<file path="config.mk">
export PLATFORM = sky130hd
export DESIGN_NAME = sio_cfg_port
export DESIGN_NICKNAME = d
export VERILOG_FILES = /design/src/rtl/sio_cfg_pkg.sv /design/src/rtl/sio_key_fsm.sv /design/src/rtl/sio_glob_regs.sv /design/src/rtl/sio_rd_mux.sv /design/src/rtl/sio_cfg_port.sv
export SDC_FILE = /design/constraint.sdc
export NUM_CORES = 1
export LEC_CHECK = 0
export ABC_AREA = 1
export BUFFER_PORTS_ARGS = -buffer_cell sky130_fd_sc_hd__buf_2
export CELL_PAD_IN_SITES_DETAIL_PLACEMENT = 0
export CELL_PAD_IN_SITES_GLOBAL_PLACEMENT = 1
export CORE_UTILIZATION = 37
export CTS_CLUSTER_DIAMETER = 60
export DETAILED_ROUTE_END_ITERATION = 10
export PLACE_DENSITY_LB_ADDON = 0.1
export SLEW_MARGIN = 5
export SYNTH_ARGS = -nofsm -noshare
export SYNTH_HDL_FRONTEND = slang
export SYNTH_HIERARCHICAL = 1
export SYNTH_SLANG_ARGS = --single-unit
</file>
<file path="constraint.sdc">
create_clock -name clk_i -period 2.45 [get_ports clk_i]
set_input_delay 0.49 -clock clk_i [delete_from_list [all_inputs] [get_ports clk_i]]
set_output_delay 0.49 -clock clk_i [all_outputs]
set_load 0.005 [all_outputs]
</file>
<file path="src/rtl/sio_cfg_pkg.sv">
package sio_cfg_pkg;
  localparam int unsigned BYTE_W = 8;

  localparam logic [BYTE_W-1:0] KEY_OPEN   = 8'h87;
  localparam logic [BYTE_W-1:0] KEY_CLOSE  = 8'hAA;
  localparam logic [BYTE_W-1:0] REG_LDN    = 8'h07;
  localparam logic [BYTE_W-1:0] REG_ID_HI  = 8'h20;
  localparam logic [BYTE_W-1:0] REG_ID_LO  = 8'h21;
  localparam logic [BYTE_W-1:0] REG_REV    = 8'h22;
  localparam logic [BYTE_W-1:0] REG_MFG_HI = 8'h23;
  localparam logic [BYTE_W-1:0] REG_MFG_LO = 8'h24;
  localparam logic [BYTE_W-1:0] PAGE_START = 8'h30;
  localparam logic [BYTE_W-1:0] RD_IDLE    = 8'hFF;
  localparam logic [15:0]       MFG_ID     = 16'h1934;

  typedef enum logic [1:0] {
    ST_SEALED = 2'd0,
    ST_HALF   = 2'd1,
    ST_OPEN   = 2'd2
  } lock_st_e;
endpackage

</file>
<file path="src/rtl/sio_key_fsm.sv">
module sio_key_fsm
  import sio_cfg_pkg::*;
(
  input  logic              clk_i,
  input  logic              rst_ni,
  input  logic              idx_wr_i,
  input  logic [BYTE_W-1:0] wdata_i,
  output logic              open_o
);
  lock_st_e st_q, st_d;

  always_comb begin
    st_d = st_q;
    if (idx_wr_i) begin
      unique case (st_q)
        ST_SEALED: st_d = (wdata_i == KEY_OPEN)  ? ST_HALF   : ST_SEALED;
        ST_HALF:   st_d = (wdata_i == KEY_OPEN)  ? ST_OPEN   : ST_SEALED;
        ST_OPEN:   st_d = (wdata_i == KEY_CLOSE) ? ST_SEALED : ST_OPEN;
        default:   st_d = ST_SEALED;
      endcase
    end
  end

  always_ff @(posedge clk_i or negedge rst_ni) begin
    if (!rst_ni) st_q <= ST_SEALED;
    else         st_q <= st_d;
  end

  assign open_o = (st_q == ST_OPEN);

  // opening happens only on an index write of the open key
  p_open_on_key_r3: assert property (@(posedge clk_i) disable iff (!rst_ni)
    $rose(open_o) |-> $past(idx_wr_i && (wdata_i == KEY_OPEN)));

  // the close key seals an open port
  p_close_key_r4: assert property (@(posedge clk_i) disable iff (!rst_ni)
    (open_o && idx_wr_i && (wdata_i == KEY_CLOSE)) |=> !open_o);
endmodule

</file>
<file path="src/rtl/sio_glob_regs.sv">
module sio_glob_regs
  import sio_cfg_pkg::*;
(
  input  logic              clk_i,
  input  logic              rst_ni,
  input  logic              open_i,
  input  logic              idx_wr_i,
  input  logic              dat_wr_i,
  input  logic [BYTE_W-1:0] wdata_i,
  output logic [BYTE_W-1:0] idx_o,
  output logic [BYTE_W-1:0] ld_o
);
  logic idx_load, ld_load;

  assign idx_load = open_i && idx_wr_i && (wdata_i != KEY_CLOSE);
  assign ld_load  = open_i && dat_wr_i && (idx_o == REG_LDN);

  always_ff @(posedge clk_i or negedge rst_ni) begin
    if (!rst_ni) begin
      idx_o <= '0;
      ld_o  <= '0;
    end else begin
      if (idx_load) idx_o <= wdata_i;
      if (ld_load)  ld_o  <= wdata_i;
    end
  end

  // a sealed port keeps its index and device select
  p_sealed_hold_r5: assert property (@(posedge clk_i) disable iff (!rst_ni)
    !open_i |=> ($stable(idx_o) && $stable(ld_o)));

  // the device select moves only on a data write at register 0x07
  p_ld_only_reg7_r7: assert property (@(posedge clk_i) disable iff (!rst_ni)
    !(dat_wr_i && (idx_o == REG_LDN)) |=> $stable(ld_o));
endmodule

</file>
<file path="src/rtl/sio_rd_mux.sv">
module sio_rd_mux
  import sio_cfg_pkg::*;
#(
  parameter logic [15:0]       DEV_ID  = 16'h5A21,
  parameter logic [BYTE_W-1:0] DEV_REV = 8'h03
) (
  input  logic              open_i,
  input  logic              sel_idx_i,
  input  logic [BYTE_W-1:0] idx_i,
  input  logic [BYTE_W-1:0] ld_i,
  input  logic [BYTE_W-1:0] dev_rdata_i,
  output logic [BYTE_W-1:0] rd_val_o
);
  logic [BYTE_W-1:0] reg_val;

  always_comb begin
    if (idx_i >= PAGE_START) begin
      reg_val = dev_rdata_i;
    end else begin
      case (idx_i)
        REG_LDN:    reg_val = ld_i;
        REG_ID_HI:  reg_val = DEV_ID[15:8];
        REG_ID_LO:  reg_val = DEV_ID[7:0];
        REG_REV:    reg_val = DEV_REV;
        REG_MFG_HI: reg_val = MFG_ID[15:8];
        REG_MFG_LO: reg_val = MFG_ID[7:0];
        default:    reg_val = '0;
      endcase
    end
  end

  assign rd_val_o = !open_i   ? RD_IDLE :
                    sel_idx_i ? idx_i   : reg_val;
endmodule

</file>
<file path="src/rtl/sio_cfg_port.sv">
module sio_cfg_port
  import sio_cfg_pkg::*;
#(
  parameter int unsigned ADDR_W  = 16,
  parameter logic [ADDR_W-1:0] BASE = 16'h002E,
  parameter logic [15:0] DEV_ID  = 16'h5A21,
  parameter logic [7:0]  DEV_REV = 8'h03
) (
  input  logic              clk_i,
  input  logic              rst_ni,
  input  logic [ADDR_W-1:0] io_addr_i,
  input  logic              io_wr_i,
  input  logic              io_rd_i,
  input  logic [7:0]        io_wdata_i,
  output logic [7:0]        io_rdata_o,
  output logic [15:0]       dev_addr_o,
  output logic              dev_we_o,
  output logic [7:0]        dev_wdata_o,
  input  logic [7:0]        dev_rdata_i
);
  localparam logic [ADDR_W-1:0] IDX_ADDR = BASE;
  localparam logic [ADDR_W-1:0] DAT_ADDR = BASE + ADDR_W'(1);

  logic hit_idx, hit_dat, port_open, rd_hit;
  logic [BYTE_W-1:0] idx_q, ld_q, rd_val;

  assign hit_idx = (io_addr_i == IDX_ADDR);
  assign hit_dat = (io_addr_i == DAT_ADDR);
  assign rd_hit  = io_rd_i && (hit_idx || hit_dat);

  sio_key_fsm u_key (
    .clk_i    (clk_i),
    .rst_ni   (rst_ni),
    .idx_wr_i (io_wr_i && hit_idx),
    .wdata_i  (io_wdata_i),
    .open_o   (port_open)
  );

  sio_glob_regs u_glob (
    .clk_i    (clk_i),
    .rst_ni   (rst_ni),
    .open_i   (port_open),
    .idx_wr_i (io_wr_i && hit_idx),
    .dat_wr_i (io_wr_i && hit_dat),
    .wdata_i  (io_wdata_i),
    .idx_o    (idx_q),
    .ld_o     (ld_q)
  );

  sio_rd_mux #(
    .DEV_ID  (DEV_ID),
    .DEV_REV (DEV_REV)
  ) u_rd (
    .open_i      (port_open),
    .sel_idx_i   (hit_idx),
    .idx_i       (idx_q),
    .ld_i        (ld_q),
    .dev_rdata_i (dev_rdata_i),
    .rd_val_o    (rd_val)
  );

  assign dev_addr_o  = {ld_q, idx_q};
  assign dev_wdata_o = io_wdata_i;
  assign dev_we_o    = port_open && io_wr_i && hit_dat && (idx_q >= PAGE_START);

  always_ff @(posedge clk_i or negedge rst_ni) begin
    if (!rst_ni)     io_rdata_o <= RD_IDLE;
    else if (rd_hit) io_rdata_o <= rd_val;
  end

  // a read of a sealed port answers 0xFF
  p_sealed_read_r5: assert property (@(posedge clk_i) disable iff (!rst_ni)
    (rd_hit && !port_open) |=> (io_rdata_o == RD_IDLE));

  // read data holds when no port read is sampled
  p_rdata_hold_r11: assert property (@(posedge clk_i) disable iff (!rst_ni)
    !rd_hit |=> $stable(io_rdata_o));
endmodule

</file>
==> flow_metrics.tcl <==
set metrics [dict create \
    max_stage_delay_ps 400 \
    setup_viol_count_final 0 \
    drv_cap 0 \
    synth.net_count 316 \
    worstSetupPathType "flop to output port" \
    clk_latency_ps 270 \
    ys_ff_latch 26 \
    grt_max_degree 27 \
    cts_setup_buffers 0 \
    root_buffer "clkbuf_8" \
    wl_um 4820 \
    clock_path_buffers 2 \
    fmax_mhz 547 \
    num_vias 1922 \
    fin_skew_ps 1.08 \
    antenna_left 0 \
    p_leak_nw 1.30 \
    period_minus_slack_ps 1830 \
    drt_drc_violations_left 0 \
    worstPathArrival_ps 1340 \
    initial_core_util_pct 39.4 \
    port_buffers 68 \
    yosysWarnings 6 \
    wl_per_cell_um 11.8 \
    die_x_um 73.6 \
    peakVddDrop_mv 0.188 \
    cts_tree "yes" \
    worst_pin_slew_ps 588 \
    min_period_over_period_pct 74.6 \
    critical_path.startpoint_type "flop" \
    globalRouteOverflowTotal 0 \
    grt_pass1_vias 1718 \
    final_max_slew_viol_count 0 \
    cts.sink_count 26 \
    seq_area_frac_synth_pct 34.9 \
    cts_resized 0 \
    cp_data_required_time_ps 1960 \
    dp_hpwl_um 3820 \
    synthCells 280 \
    drt-pass1-iter-count 4 \
    ctsHoldBuffers 0 \
    die_area_um2 5410 \
    p_total_mw 0.755 \
    outcome "complete, no violations" \
    fin_tns_setup_ps 0 \
    clkSlewWorstSetupHoldPaths_ps 90 \
    antenna_found_initial 0 \
    finalWeightedCongestion 0.812 \
    areaGrowthSynthToFinish_pct 20.2 \
    cp_max_fo 6 \
    syn_avg_cell_area_um2 6.77 \
    coreArea_um2 4820 \
    antenna_cells 0 \
    max_slew_margin_pct 60.8 \
    dpl-instance-area_um2 2230 \
    hold_violations 0 \
    fin_area_um2 2280 \
    synthDistinctLibCells 25 \
    num_rows 25 \
    path_cells "nor2_2, nand2_1, nor3_1, buf_2" \
    worst_path_max_delay_cell "dfrtp_1" \
    grt_pass1_wl_um 8090 \
    grt_setup_unrepaired "no" \
    endpoint_kind "output port" \
    drt-initial-drc-count 88 \
    via_per_inst 4.71 \
    syn_area_um2 1900 \
    cts_htree_levels 1 \
    grt.total_usage_pct 19.4 \
    hold_class "input port to async pin" \
    p_per_area_nw_per_um2 331 \
    ioPinCount 69 \
    final_layout_size_suffix_gt1_share_pct 33.7 \
    fp.dieH_um 73.6 \
    cts_made_buffers 3 \
    nNetsFinal 378 \
    nFillCells 557 \
]
==> area by class of cell <==
| class | count | area [um2] | share of cell area [%] |
|---|---|---|---|
| inverters | 31 | 124 | 5.44 |
| flip-flops and latches | 26 | 661 | 29.0 |
| multi-input cells | 212 | 1020 | 45.0 |
| clock buffers | 4 | 45.0 | 1.98 |
| well taps | 67 | 83.8 | 3.68 |
| repair buffers | 68 | 340 | 14.9 |
==> cells in the final DEF, fill, tap and decap left out, drive strengths merged <==
cell    instances
dfrtp          18
dfstp           8
nor3            1
or2             1
o22ai           1
nand3          33
nand2         121
buf            68
and2            1
clkinv          1
o211ai          1
a21oi           7
o21ai           1
nor2           33
inv            30
clkbuf          4
nand4          12
==> cell usage after synthesis <==
library cell | instances | share of area, %
o22ai_1 | 1 | 0.33
dfstp_2 | 8 | 11
inv_2 | 7 | 1.4
clkinv_1 | 1 | 0.20
nor2_2 | 10 | 3.3
nor3_1 | 1 | 0.26
inv_8 | 1 | 0.59
nand2_2 | 8 | 2.6
nand4_1 | 12 | 4.0
a21oi_1 | 7 | 1.8
nor2_4 | 2 | 1.2
o21ai_4 | 1 | 0.86
and2_1 | 1 | 0.33
nand3_4 | 1 | 0.92
nor2_8 | 1 | 1.1
dfrtp_1 | 18 | 24
nor2_1 | 20 | 4.0
buf_6 | 1 | 0.59
buf_4 | 10 | 4.0
inv_1 | 22 | 4.4
nand2_4 | 4 | 2.4
nand3_1 | 32 | 8.4
or2_1 | 1 | 0.33
nand2_1 | 109 | 22
o211ai_2 | 1 | 0.66
==> where the power goes <==
group | total (mW) | switching [mW] | internal (mW)
Combinational | 0.0747 | 0.0432 | 0.0315
Clock | 0.250 | 0.134 | 0.116
Sequential | 0.430 | 0.0000875 | 0.430
Total | 0.755 | 0.177 | 0.578
==> flip-flops by register name, indices dropped and copies added, names as in the netlist <==
signal and count:
u_glob/idx_o 8, io_rdata_o 8, u_key/st_q 2, u_glob/ld_o 8
==> critical path, delay by kind of cell, from the launching register on <==
kind | cells | cell delay [ps]
simple gates | 3 | 530
flops | 1 | 400
buf+inv | 1 | 140
==> layer usage <==
metal | global-route usage, % | wire [um]
met5 | 0 | 0
met4 | 5.34 | 51
met3 | 2.33 | 171
met2 | 33.3 | 2350
met1 | 25.4 | 2240
==> worst paths after layout <==
check                                       startpoint                           to  slack [ps]  cells after the start
max                          u_key/st_q[0]$_DFFE_PN0P_                     dev_we_o         620                      4
min                                             rst_ni  u_glob/idx_o[2]$_DFFE_PN0P_         220                      1
max reg2reg                u_glob/idx_o[4]$_DFFE_PN0P_    io_rdata_o[4]$_DFFE_PN1P_        1010                      9
min reg2reg                  io_rdata_o[0]$_DFFE_PN1P_    io_rdata_o[0]$_DFFE_PN1P_         460                      2
max in group asynchronous                       rst_ni  u_glob/idx_o[7]$_DFFE_PN0P_        1850                      1
min in group clk_i           io_rdata_o[0]$_DFFE_PN1P_    io_rdata_o[0]$_DFFE_PN1P_         460                      2
==> stage by stage <==
stage,std cells,utilization [%],hold slack [ps],setup slack (ps)
after global placement,404,46.4,449,576
after detailed placement,404,46.4,451,523
after CTS,408,47.3,231,616
after global routing,408,47.3,257,442
final,408,47.3,218,622
after floorplan,280,-,194,827
==> kinds of logic after synthesis <==
kind of cell	Yosys count	synth area share [%]
flops	26	34.9
simple gates	202	50.4
buf+inv	42	11.1
compound gates	10	3.70
No activity file was read; power rests on OpenSTA's default activity.
